[config.mk]
export PLATFORM = sky130hd
export DESIGN_NAME = strm_flow_wrap
export DESIGN_NICKNAME = d
export VERILOG_FILES = /design/src/rtl/strm_flow_pkg.sv /design/src/rtl/strm_hold_stage.sv /design/src/rtl/strm_skid_fifo.sv /design/src/rtl/strm_flow_wrap.sv
export SDC_FILE = /design/constraint.sdc
export NUM_CORES = 1
export LEC_CHECK = 0
export BUFFER_PORTS_ARGS = -buffer_cell sky130_fd_sc_hd__clkbuf_2
export CAP_MARGIN = 20
export CORE_ASPECT_RATIO = 0.7
export CORE_MARGIN = 2
export CORE_UTILIZATION = 54
export CTS_BUF_LIST = sky130_fd_sc_hd__clkbuf_8
export DETAILED_ROUTE_END_ITERATION = 7
export PLACE_DENSITY = 0.81
export SYNTH_ARGS = -nofsm -noshare
export SYNTH_HDL_FRONTEND = slang
export SYNTH_SLANG_ARGS = --single-unit
[constraint.sdc]
create_clock -name clk -period 2.65 [get_ports clk]
set_input_delay 0.3975 -clock clk [delete_from_list [all_inputs] [get_ports clk]]
set_output_delay 0.3975 -clock clk [all_outputs]
set_load 0.02 [all_outputs]
[src/rtl/strm_flow_pkg.sv]
package strm_flow_pkg;

   typedef enum logic [1:0] {
      FC_BYPASS     = 2'd0,
      FC_DIRECT     = 2'd1,
      FC_REGISTERED = 2'd2
   } fc_mode_e;

   localparam int MARK_W = 3;

   typedef struct packed {
      logic sync;
      logic sop;
      logic eop;
   } strm_mark_t;

   function automatic fc_mode_e pick_mode(input bit use_ready, input bit pipe_ready);
      if (!use_ready) return FC_BYPASS;
      return pipe_ready ? FC_REGISTERED : FC_DIRECT;
   endfunction

endpackage

[src/rtl/strm_hold_stage.sv]
// Output register with one hold slot; downstream ready passes straight upstream.
module strm_hold_stage #(
   parameter int WORD_W = 8
) (
   input  logic              clk,
   input  logic              rst,
   input  logic [WORD_W-1:0] in_word,
   input  logic              in_valid,
   input  logic              dn_ready,
   output logic [WORD_W-1:0] out_word,
   output logic              out_valid,
   output logic              up_ready
);

   logic [WORD_W-1:0] held_word;
   logic [WORD_W-1:0] pend_word;
   logic              held_valid;
   logic              pend_valid;

   // Oldest word first: a held word is only present when no new word can arrive.
   assign pend_valid = in_valid || held_valid;
   assign pend_word  = in_valid ? in_word : held_word;
   assign up_ready   = dn_ready && !rst;

   always_ff @(posedge clk) begin
      if (rst) begin
         out_valid  <= 1'b0;
         held_valid <= 1'b0;
      end else if (dn_ready) begin
         out_valid  <= pend_valid;
         held_valid <= 1'b0;
      end else begin
         out_valid  <= 1'b0;
         held_valid <= pend_valid;
      end
   end

   always_ff @(posedge clk) begin
      if (dn_ready) begin
         out_word <= pend_word;
      end else begin
         held_word <= pend_word;
      end
   end

endmodule

[src/rtl/strm_skid_fifo.sv]
// Circular buffer with captured downstream ready and a registered upstream ready.
module strm_skid_fifo #(
   parameter int WORD_W = 8,
   parameter int DEPTH  = 3
) (
   input  logic              clk,
   input  logic              rst,
   input  logic [WORD_W-1:0] in_word,
   input  logic              in_valid,
   input  logic              dn_ready,
   output logic [WORD_W-1:0] out_word,
   output logic              out_valid,
   output logic              up_ready
);

   localparam int PTR_W = (DEPTH > 1) ? $clog2(DEPTH) : 1;
   localparam int CNT_W = $clog2(DEPTH + 1);

   logic [WORD_W-1:0] slot [DEPTH];
   logic [PTR_W-1:0]  wr_ptr;
   logic [PTR_W-1:0]  rd_ptr;
   logic [CNT_W-1:0]  count;
   logic [CNT_W-1:0]  count_d;
   logic              rdy_q;
   logic              push;
   logic              pop;
   logic              up_ready_d;

   function automatic logic [PTR_W-1:0] bump(input logic [PTR_W-1:0] p);
      return (p == PTR_W'(DEPTH - 1)) ? '0 : p + 1'b1;
   endfunction

   assign pop     = rdy_q && (count != '0);
   assign push    = in_valid && (pop || (count != CNT_W'(DEPTH)));
   assign count_d = count + CNT_W'(push) - CNT_W'(pop);

   // Reserve room for the word already granted and the one a new grant allows.
   assign up_ready_d = (int'(count_d) + int'(up_ready) + 1) <= DEPTH;

   assign out_valid = pop;
   assign out_word  = slot[rd_ptr];

   always_ff @(posedge clk) begin
      if (rst) begin
         wr_ptr   <= '0;
         rd_ptr   <= '0;
         count    <= '0;
         rdy_q    <= 1'b0;
         up_ready <= 1'b0;
      end else begin
         if (push) wr_ptr <= bump(wr_ptr);
         if (pop)  rd_ptr <= bump(rd_ptr);
         count    <= count_d;
         rdy_q    <= dn_ready;
         up_ready <= up_ready_d;
      end
   end

   always_ff @(posedge clk) begin
      if (push) slot[wr_ptr] <= in_word;
   end

endmodule

[src/rtl/strm_flow_wrap.sv]
module strm_flow_wrap
   import strm_flow_pkg::*;
#(
   parameter int DATA_W     = 16,
   parameter bit USE_READY  = 1'b1,
   parameter bit PIPE_READY = 1'b1,
   parameter int HOLD_DEPTH = 3
) (
   input  logic              clk,
   input  logic              rst,
   input  logic [DATA_W-1:0] fn_nxt_data,
   input  logic              fn_nxt_valid,
   input  logic              fn_nxt_sop,
   input  logic              fn_nxt_eop,
   input  logic              fn_nxt_sync,
   input  logic [DATA_W-1:0] fn_reg_data,
   input  logic              fn_reg_valid,
   input  logic              fn_reg_sop,
   input  logic              fn_reg_eop,
   input  logic              fn_reg_sync,
   input  logic              dn_ready,
   input  logic              dn_xon,
   output logic [DATA_W-1:0] out_data,
   output logic              out_valid,
   output logic              out_sop,
   output logic              out_eop,
   output logic              out_sync,
   output logic              up_ready,
   output logic              up_xon
);

   localparam fc_mode_e MODE   = pick_mode(USE_READY, PIPE_READY);
   localparam int       WORD_W = DATA_W + MARK_W;

   logic [WORD_W-1:0] nxt_word;
   logic [WORD_W-1:0] reg_word;
   logic [WORD_W-1:0] st_word;
   logic              st_valid;
   logic              st_up_ready;
   strm_mark_t        st_mark;

   assign nxt_word = {fn_nxt_sync, fn_nxt_sop, fn_nxt_eop, fn_nxt_data};
   assign reg_word = {fn_reg_sync, fn_reg_sop, fn_reg_eop, fn_reg_data};

   if (DATA_W < 1) begin : g_bad_width
      $error("strm_flow_wrap: DATA_W must be at least 1");
   end
   if (MODE == FC_REGISTERED && HOLD_DEPTH < 2) begin : g_bad_depth
      $error("strm_flow_wrap: HOLD_DEPTH must be at least 2 in registered mode");
   end

   case (MODE)
      FC_BYPASS: begin : g_bypass
         logic unused_bypass;
         assign unused_bypass = ^{nxt_word, fn_nxt_valid, dn_ready, clk, rst};
         assign st_word     = reg_word;
         assign st_valid    = fn_reg_valid;
         assign st_up_ready = 1'b1;
      end
      FC_DIRECT: begin : g_direct
         logic unused_direct;
         assign unused_direct = ^{reg_word, fn_reg_valid};
         strm_hold_stage #(
            .WORD_W (WORD_W)
         ) i_hold (
            .clk       (clk),
            .rst       (rst),
            .in_word   (nxt_word),
            .in_valid  (fn_nxt_valid),
            .dn_ready  (dn_ready),
            .out_word  (st_word),
            .out_valid (st_valid),
            .up_ready  (st_up_ready)
         );
      end
      default: begin : g_registered
         logic unused_registered;
         assign unused_registered = ^{reg_word, fn_reg_valid};
         strm_skid_fifo #(
            .WORD_W (WORD_W),
            .DEPTH  (HOLD_DEPTH)
         ) i_skid (
            .clk       (clk),
            .rst       (rst),
            .in_word   (nxt_word),
            .in_valid  (fn_nxt_valid),
            .dn_ready  (dn_ready),
            .out_word  (st_word),
            .out_valid (st_valid),
            .up_ready  (st_up_ready)
         );
      end
   endcase

   assign st_mark   = strm_mark_t'(st_word[WORD_W-1:DATA_W]);
   assign out_data  = st_word[DATA_W-1:0];
   assign out_valid = st_valid;
   assign out_sop   = st_valid & st_mark.sop;
   assign out_eop   = st_valid & st_mark.eop;
   assign out_sync  = st_valid & st_mark.sync;
   assign up_ready  = st_up_ready;
   assign up_xon    = dn_xon;

endmodule

# Yosys cells after proc, flatten, opt, wreduce, memory -nomap -nowiden
# Memory sizes are Yosys's and may differ from the RTL's. A register that Yosys moved wholly into a read port is not among the register bits.
# Cells that the tools add are included.
# W data, S select, Z words.
dict set report totals {
  ff_bits 8
  ramBits 57
  in_bits 44
  out_inout_bits 22
  wordCells 29
  n_memories 1
}
# name words width rd rd_ports_with_merged_regs write_ports line_no
set mem_list {}
lappend mem_list {g_registered.i_skid.slot 3 19 1 1 1 strm_skid_fifo.sv:19} ;# logic [WORD_W-1:0] slot [DEPTH];
dict set report classes {
  addsub 6
  magnitude_cmp 1
  n_eq_ne 3
  mux 6
  bitwise_logic 3
  reduce_logical 4
}
# operator count
set ops {}
lappend ops {{$add A32 B2 Y32 const B} 1}
lappend ops {{$le A32 B3 Y1 const B} 1}
lappend ops {{$mux W2} 4}
lappend ops {{$add A2 B1 Y2 const B} 2}
lappend ops {{$eq A2 B2 Y1 const B} 2}
lappend ops {{$add A2 B1 Y3} 1}
lappend ops {{$and A1 B1 Y1} 3}
lappend ops {{$add A2 B1 Y2} 1}
lappend ops {{$logic_and A1 B1 Y1} 2}
lappend ops {{$mux W1} 2}
lappend ops {{$ne A2 B2 Y1 const B} 1}
lappend ops {{$reduce_bool A2 Y1} 1}
lappend ops {{$sub A2 B1 Y2} 1}
lappend ops {{$logic_or A1 B1 Y1} 1}

# Longest topological paths before layout
# Gate-level depths: netlist of run 1.
dict set report logic_depth {
  word_depth 9
  depth_mapped 9
  depth_no_buf 9
}

# Modules after synthesis
# From an unflattened synthesis of run 1, not the netlist that was laid out.
dict set report hier_totals {
  cells_unflattened 164
  area_unflattened_um2 2555.0
}
# module n_inst cells_per_inst area_each_um2 seq_area_each_um2
set modules_own_cells {}
lappend modules_own_cells {strm_skid_fifo 1 160 2528.7 1911.8}
lappend modules_own_cells {strm_flow_wrap 1 4 26.3 0.0}

# Worst setup path before layout of run 1
# Ideal clock, no wire load.
dict set report synth_timing {
  path_kind {flip-flop to flip-flop}
  startpoint {register g_registered.i_skid.rdy_q}
  endpoint {memory g_registered.i_skid.slot[2][0] (netlist name) (enable)}
  setup_ns 0.423
  arrival_time_ns 1.976
  t_required_ns 2.227
  slack_ns 0.251
  stages_incl_launch_ff 4
  path_buffers 0
  synth_period_minus_slack_ns 2.399
  cell_sequence {dfxtp_1 -> nand3b_1 -> nand2_1 -> nor3b_1}
}
dict set report synth_via {
  elab_chain_len 5
}
# element line_no
set synth_rtl {}
lappend synth_rtl {{start, declared} strm_skid_fifo.sv:24} ;# logic rdy_q;
lappend synth_rtl {{start signal, assigned} strm_skid_fifo.sv:54} ;# rdy_q <= dn_ready;
lappend synth_rtl {{$logic_and A1 B1 Y1} strm_skid_fifo.sv:33} ;# assign pop = rdy_q && (count != '0);
lappend synth_rtl {{$logic_or A1 B1 Y1} strm_skid_fifo.sv:34} ;# assign push = in_valid && (pop || (count != CNT_W'(DEPTH)));
lappend synth_rtl {{$logic_and A1 B1 Y1} strm_skid_fifo.sv:34}
lappend synth_rtl {{$mux W1} strm_skid_fifo.sv:60} ;# if (push) slot[wr_ptr] <= in_word;
lappend synth_rtl {{$mux W1 (implied by the code)} strm_skid_fifo.sv:60}
lappend synth_rtl {{end, declared} strm_skid_fifo.sv:19}
# Every way passes these cells.

==> run metrics, run 1 <==
fraction of the yosys area taken by sequential cells=between 70% and 80%; Hold Crit Depth=1; Total GRT Usage=between 15 and 20%; TritonCTS clock tree=built; PostCTS Resize Cnt=0; layout cell share with drive strength beyond 1=29.5%; Worst Max-Slew Pin Slew=821 ps; Avg WL per Cell=15.0 um; antenna violations before repair=0; # Max-Cap Violations=0; clock skew=5.87 ps; Post-synth ARST share=0%; Pwr Total=between 2 and 3 mW; gr ovfl total=0; Sinks on Clock Net=67; post-DP HPWL=2700 um; Place WS=617 ps; Hold Vio Cnt, Final=0; area delta synth->final=18.1%; die area=5330 um^2; final instance area=roughly 3000 um^2; synthesized area per cell=15.2 um^2; Worst path slowest cell=dfxtp_1; Layout Nets=266; CP delay by family, top=flip-flops; Ant. Diodes=0; total CTS buffers=9; initial drt markers=46; CP Data Arrival Time=1830 ps; maximum VDD drop=approximately 0.00047 V; R2R cell count=9; Relative slew margins=45.2%; Syn Inst Count=169; drt pass-1 iters=4; Post-Route WL=4190 um; post-synthesis register bit count=67; WS Path Type=flop to output pin; Final period util=83.9%; first-pass GRT wire length=6470 um; Leak=roughly 1.1 nW; number of global-route vias before repair=1373; Crit. End Element=output pin; Worst Setup Start Kind=flop; postcts setup bufs=0; port bufs=43; Clk Latency, worst-skew pair=330 ps; Worst Path Max Fanout=10; Worst-path clk slew=70 ps; Syn Nets=216; Final TNS setup=0 ps; main flop type after synthesis=edfxtp_1; number of I/O pins=66; Netlist Area Pre-Place=2570 um^2; WP depth=4; critical path required time=2250 ps; Netlist cell types=24; DRC Markers=0; Cell Area, Placed=2840 um^2; RSZ-0062 raised after global routing=false; total power per unit cell area=roughly 820 nW/um^2; Min Hold Slack=273 ps; Hold Buf Count CTS=0; CP max stage delay=about 640 ps; Fmax=450 MHz; H-tree levels=3; status=completed; clk buf depth=2; fin crit period=2220 ps; critical-path cell list=buf_4 -> mux2i_1 -> o21ai_0 -> clkbuf_2; vias per cell=5.18; largest net degree at the start of global routing=21; DR vias=1444; Final Wtd Congestion=between 0.7 and 0.8; startpoint of the worst hold path=fn_nxt_data[11]; yosys warns=0; Die W=about 86 um; # fillers=331; Core Box Area=4450 um^2; Antenna Nets Post-Route=0; initial core utilization=approximately 58%; Die Span Y=61.7 um; row count=20; final setup violation count=0; Worst Path Buf+Inv=2; Post-synth EDFFs=57; Final Slew Violations=0; Hold Path Class=input pin to flop; RR Startpoint=g_registered.i_skid.count[1]$_SDFF_PP0_; setup slack after layout=around 430 ps; clock root buffer=clkbuf_8
## Yosys cell counts, types with 2 or more instances
cell,instances,area [um^2]
edfxtp_1,57,1710
nand2_1,20,75.1
mux2i_1,19,190
o21ai_0,18,90.1
dfxtp_1,10,200
a21oi_1,7,35.0
inv_1,7,26.3
nor2_1,6,22.5
buf_4,3,22.5
clkbuf_1,3,11.3
ha_1,3,37.5
mux2_2,3,33.8
nor2b_1,2,12.5
## path summary, 6_finish.rpt
kind	to	slack [ps]
worst max-delay path	out_data[14]	430
worst min-delay path	g_registered.i_skid.slot[1][11]$_DFFE_PP_	270
worst max register to register	g_registered.i_skid.up_ready$_SDFF_PP0_	620
worst min register to register	flop	510
## metrics by stage
step	instances	utilization [%]
finish	279	68.1
global route	279	68.1
CTS	279	68.1
detailed placement	263	63.8
global placement	263	63.8
floorplan	169	-
## state kept, by name, indices dropped and copies added, names as in the netlist, named ones only
signal and count:
g_registered.i_skid.slot 57, g_registered.i_skid.count 2, g_registered.i_skid.rd_ptr 2, g_registered.i_skid.wr_ptr 2, g_registered.i_skid.up_ready 1, g_registered.i_skid.rdy_q 1
## kinds of logic (layout without fill, tap and decap cells)
family	count (synthesis)	after routing	synth area share, %
buffers and inverters	15	70	2.68
AND/OR/NAND/NOR	35	35	6.58
XOR/XNOR	1	1	0.877
adder cells (fa/ha/maj)	3	3	1.46
multiplexers	22	22	8.72
flip-flops	67	67	74.5
AO/OA/AOI/OAI	26	26	5.21
## final cells by class
type                            instances  area (um^2)  share of cell area, %
Inverter                                7         26.3                  0.866
Multi-Input combinational cell         87          592                   19.5
Sequential cell                        67         1910                   63.0
Timing Repair Buffer                   47          245                   8.09
Clock inverter                          6         51.3                   1.69
Clock buffer                           10          138                   4.54
Tap cell                               55         68.8                   2.27
## power breakdown
group | leakage (nW) | internal (mW) | total (mW) | switching, mW
Combinational | 0.412 | 0.178 | 0.432 | 0.254
Sequential | 0.609 | 1.24 | 1.29 | 0.0487
Clock | 0.110 | 0.446 | 0.780 | 0.334
## placed cells by master, fill, tap and decap left out, drive strengths merged
cell	n
or3b	1
nor2b	2
bufinv	1
nand4b	1
o21ai	19
and3b	1
nand3b	1
nor2	6
or3	1
ha	3
clkinv	2
mux2i	19
mux2	3
nand2	20
or4	1
xnor3	1
inv	10
nor3b	1
clkbuf	53
buf	4
edfxtp	57
dfxtp	10
a21oi	7
## worst reg2reg max path: cells and delay by family, from the launching register on
family	cells	cell delay, ps
AO/OA/AOI/OAI	2	470
adder cells (fa/ha/maj)	3	860
buffers and inverters	2	150
flip-flops	1	350
AND/OR/NAND/NOR	2	110
## metal layers
layer	wire length (um)	track usage, %
met1	1860	20.6
met2	2050	29.8
met3	209	7.00
met4	63	8.71
met5	0	0
No activity file was read; power rests on OpenSTA's default activity.
==> run 2: changes to the inputs <==
==> constraint.sdc (replaced) <==
create_clock -name clk -period 2.07 [get_ports clk]
set_input_delay 0.3105 -clock clk [delete_from_list [all_inputs] [get_ports clk]]
set_output_delay 0.3105 -clock clk [all_outputs]
set_load 0.02 [all_outputs]
==> run metrics, run 2 (synthesis results as in run 1) <==
status=completed; H-tree levels=3; Die Span Y=61.7 um; final setup violation count=0; Worst Max-Slew Pin Slew=roughly 330 ps; Die W=just under 90 um; RR Startpoint=g_registered.i_skid.count[1]$_SDFF_PP0_; Most flops, register=g_registered.i_skid.slot; # fillers=311; Final TNS setup=0 ps; clock skew=3.33 ps; Final Slew Violations=0; Sinks on Clock Net=67; Antenna Nets Post-Route=0; Ant. Diodes=0; post-DP HPWL=~2600 um; WS Path Type=flop to output pin; area delta synth->final=20.1%; Fmax=527 MHz; Pwr Total=approximately 3.3 mW; Post-Route WL=3990 um; drt pass-1 iters=4; R2R cell count=9; final core utilization=69.2%; number of I/O pins=66; Total GRT Usage=17.1%; fin crit period=1900 ps; FF-to-FF End=g_registered.i_skid.up_ready$_SDFF_PP0_; vias per cell=5.05; Hold Buf Count CTS=0; Relative slew margins=between 70% and 80%; RSZ-0062 raised after global routing=false; TritonCTS clock tree=built; Layout Nets=268; Clk Latency, worst-skew pair=approximately 330 ps; Hold Vio Cnt, Final=0; combinational share of power=between 15 and 20%; initial drt markers=about 70; die area=~5300 um^2; Hold Path Class=input pin to flop; row count=20; Placed Cells=265; gr ovfl total=0; Final Wtd Congestion=0.729; first-pass GRT wire length=around 6400 um; DRC Markers=0; # Max-Cap Violations=0; most frequent cells in the layout=edfxtp_1, clkbuf_2, nand2_1; Largest register FFs=57; Cell Area, Placed=2870 um^2; total CTS buffers=9; Avg WL per Cell=14.2 um; Cell Count, Final, Fillers Out=281; Core Box Area=4450 um^2; antenna violations before repair=0; switching power=0.849 mW; clock root buffer=clkbuf_8; layout cell share with drive strength beyond 1=31.4%; Worst-path clk slew=70 ps; PostCTS Resize Cnt=1; switching share of total power=25.4%; Crit. End Element=output pin; clk buf depth=2; r2r setup slk=270 ps; Clk network pwr share=34.0%; port bufs=43; maximum VDD drop=0.000685 V; Leak=~1.1 nW; CP Data Arrival Time=1590 ps; Worst Path Max Fanout=13; largest net degree at the start of global routing=36; Seq pwr share=49.1%; initial core utilization=57.6%; P_int=~2.5 mW; number of global-route vias before repair=approximately 1400; final instance area=roughly 3100 um^2; critical path required time=1760 ps; Worst Setup Start Kind=flop; commonest non-fill, non-tap cell in the layout=edfxtp_1; DR vias=between 1000 and 1500; total power per unit cell area=1080 nW/um^2; postcts setup bufs=0; worst setup path end=out_data[4]; Final period util=91.7%
## run 2: how the worst min path moves through the flow
stage | start | depth (start not counted) | slack [ps] | endpoint
after floorplan | fn_nxt_data[0] | 0 | 410 | g_registered.i_skid.slot[0][0]$_DFFE_PP_
after CTS | fn_nxt_data[13] | 1 | 160 | g_registered.i_skid.slot[0][13]$_DFFE_PP_
after detailed placement | g_registered.i_skid.rd_ptr[0]$_SDFFE_PP0P_ | 2 | 480 | g_registered.i_skid.rd_ptr[0]$_SDFFE_PP0P_
after global placement | g_registered.i_skid.rd_ptr[0]$_SDFFE_PP0P_ | 2 | 470 | g_registered.i_skid.rd_ptr[0]$_SDFFE_PP0P_
after global routing | fn_nxt_data[12] | 1 | 160 | g_registered.i_skid.slot[1][12]$_DFFE_PP_
final | fn_nxt_data[15] | 1 | 180 | g_registered.i_skid.slot[1][15]$_DFFE_PP_
## run 2: power groups by stage
stage | sequential (mW) | combinational, mW | clock, mW
3_5_place_dp | 1.67 | 0.569 | 0
2_1_floorplan | 1.66 | 0.395 | 0
3_3_place_gp | 1.67 | 0.557 | 0
5_1_grt | 1.65 | 0.629 | 1.22
4_1_cts | 1.64 | 0.571 | 1.16
6_report | 1.64 | 0.566 | 1.13
## run 2: per-stage QoR
stage	setup slack (ps)	hold WS (ps)
3_3_place_gp	307	473
6_report	172	181
2_1_floorplan	117	409
3_5_place_dp	271	483
5_1_grt	38.5	164
4_1_cts	120	161
## run 2: cell type report
cell class | count | area (um^2) | share of cell area [%]
sequential | 67 | 1910 | 62.1
multi-input combinational | 87 | 598 | 19.4
timing repair buffer | 49 | 260 | 8.44
clock buffer | 9 | 124 | 4.02
clock inverter | 7 | 92.6 | 3.00
tap | 55 | 68.8 | 2.23
inverter | 7 | 26.3 | 0.852
## run 2: per-layer routing
| metal | wire [um] | GRT usage [%] | vias to the layer above |
|---|---|---|---|
| li1 | - | - | 723 |
| met5 | 0 | 0 | - |
| met2 | 1920 | 27.3 | 34 |
| met3 | 196 | 6.47 | 5 |
| met1 | 1820 | 21.4 | 656 |
| met4 | 53 | 8.04 | 0 |
## run 2: worst max-delay path, cell delays in order (launching register included)
cell and delay, ps:
dfxtp_2 440, buf_4 290, mux2i_1 110, o21ai_0 210, clkbuf_2 210
==> run 3: changes to the inputs <==
--- a/config.mk
+++ b/config.mk
@@ -7,12 +7,14 @@
 export LEC_CHECK = 0
 export BUFFER_PORTS_ARGS = -buffer_cell sky130_fd_sc_hd__clkbuf_2
 export CAP_MARGIN = 20
+export CELL_PAD_IN_SITES_DETAIL_PLACEMENT = 1
+export CELL_PAD_IN_SITES_GLOBAL_PLACEMENT = 2
 export CORE_ASPECT_RATIO = 0.7
-export CORE_MARGIN = 2
-export CORE_UTILIZATION = 54
+export CORE_MARGIN = 1.5
+export CORE_UTILIZATION = 40
 export CTS_BUF_LIST = sky130_fd_sc_hd__clkbuf_8
 export DETAILED_ROUTE_END_ITERATION = 7
-export PLACE_DENSITY = 0.81
+export PLACE_DENSITY_LB_ADDON = 0.1
 export SYNTH_ARGS = -nofsm -noshare
 export SYNTH_HDL_FRONTEND = slang
 export SYNTH_SLANG_ARGS = --single-unit
==> constraint.sdc (replaced) <==
create_clock -name clk -period 2.31 [get_ports clk]
set_input_delay 0.3465 -clock clk [delete_from_list [all_inputs] [get_ports clk]]
set_output_delay 0.3465 -clock clk [all_outputs]
set_load 0.02 [all_outputs]
==> run metrics, run 3 (synthesis results as in run 1) <==
largest net degree at the start of global routing=36; Relative slew margins=approximately 75%; final instance area=3100 um^2; Worst Max-Slew Pin Slew=378 ps; vias per cell=4.76; Final TNS setup=0 ps; Leak=1.14 nW; die area=6920 um^2; Final period util=88.5%; Largest register FFs=57; Die W=98.8 um; number of I/O pins=66; Clk Latency, worst-skew pair=330 ps; total power per unit cell area=about 960 nW/um^2; postcts setup bufs=0; Placed Cells=around 290; antenna violations before repair=0; Most flops, register=g_registered.i_skid.slot; clk buf depth=2; DRC Markers=3; Cell Area, Placed=2890 um^2; fin crit period=~2000 ps; initial drt markers=63; drt pass-1 iters=8; Fmax=approximately 490 MHz; TritonCTS clock tree=built; area delta synth->final=20.9%; most frequent cells in the layout=edfxtp_1, clkbuf_2, nand2_1; Die Span Y=70.0 um; H-tree levels=3; clock root buffer=clkbuf_8; Worst Setup Start Kind=flop; WS Path Type=flop to output pin; Hold Vio Cnt, Final=0; Layout Nets=268; RSZ-0062 raised after global routing=false; Final Wtd Congestion=0.668; status=finished with violations; number of global-route vias before repair=1557; gr ovfl total=0; final setup violation count=0; initial core utilization=41.3%; # Max-Cap Violations=0; first-pass GRT wire length=7560 um; Ant. Diodes=0; Total GRT Usage=14.8%; total CTS buffers=9; critical path required time=1960 ps; Pwr Total=2.98 mW; Post-Route WL=4630 um; Cell Count, Final, Fillers Out=304; port bufs=43; Final Slew Violations=0; Crit. End Element=output pin; CP Data Arrival Time=approximately 1700 ps; Hold Path Class=input pin to flop; Sinks on Clock Net=67; Min Hold Slack=214 ps; Worst Path Max Fanout=11; commonest non-fill, non-tap cell in the layout=edfxtp_1; DR vias=1448; Antenna Nets Post-Route=0; Avg WL per Cell=15.2 um; maximum VDD drop=0.000679 V; violated checks=design-rule violations; Core Box Area=6220 um^2; row count=24; layout cell share with drive strength beyond 1=between 30% and 40%; clock skew=4.67 ps; post-DP HPWL=3120 um; Worst-path clk slew=70 ps
run 3: worst max-delay path: stages (launching register included):
cell	delay [ps]
dfxtp_2	500
buf_4	310
mux2i_1	100
o21ai_0	230
clkbuf_2	220
run 3: final timing paths:
kind | slack, ps | cells past startpoint | from | end
worst max-delay path | 270 | 4 | flop | out_data[5]
worst min-delay path | 210 | 1 | fn_nxt_data[12] | g_registered.i_skid.slot[2][12]$_DFFE_PP_
worst min register to register | 520 | 2 | g_registered.i_skid.wr_ptr[1]$_SDFFE_PP0P_ | g_registered.i_skid.wr_ptr[1]$_SDFFE_PP0P_
worst max register to register | 310 | 9 | g_registered.i_skid.count[1]$_SDFF_PP0_ | g_registered.i_skid.up_ready$_SDFF_PP0_
run 3: final cells by class:
type / count / area [um^2]
clock buffer: 9 / 124
clock inverter: 7 / 83.8
fill: 628 / 3110
inverter: 7 / 26.3
multi-input combinational: 87 / 598
sequential: 67 / 1910
tap: 78 / 97.6
timing repair buffer: 49 / 260
run 3: report_power, final:
group,internal [mW],switching (mW),total (mW)
Combinational,0.206,0.298,0.504
Sequential,1.42,0.0551,1.48
Clock,0.594,0.405,0.999
run 3: routing by layer:
layer | vias to the layer above | GRT usage, % | routed length (um)
li1 | 724 | - | -
met1 | 686 | 18.0 | 2090
met2 | 33 | 24.1 | 2220
met3 | 5 | 6.41 | 263
met4 | 0 | 4.76 | 63
met5 | - | 0 | 0
run 3: what timing repair did:
action | in CTS | in global routing
endpoints found under the setup margin | 0 | 8
hold endpoints to repair | 0 | 0
gates resized for setup | 0 | 1
hold buffers | 0 | 0
run 3: per-stage QoR:
stage | setup WS [ps] | utilization [%]
3_5_place_dp | 268 | 46.6
6_report | 267 | 49.9
4_1_cts | 10.7 | 49.9
5_1_grt | 143 | 49.9
2_1_floorplan | 357 | -
3_3_place_gp | 313 | 46.6
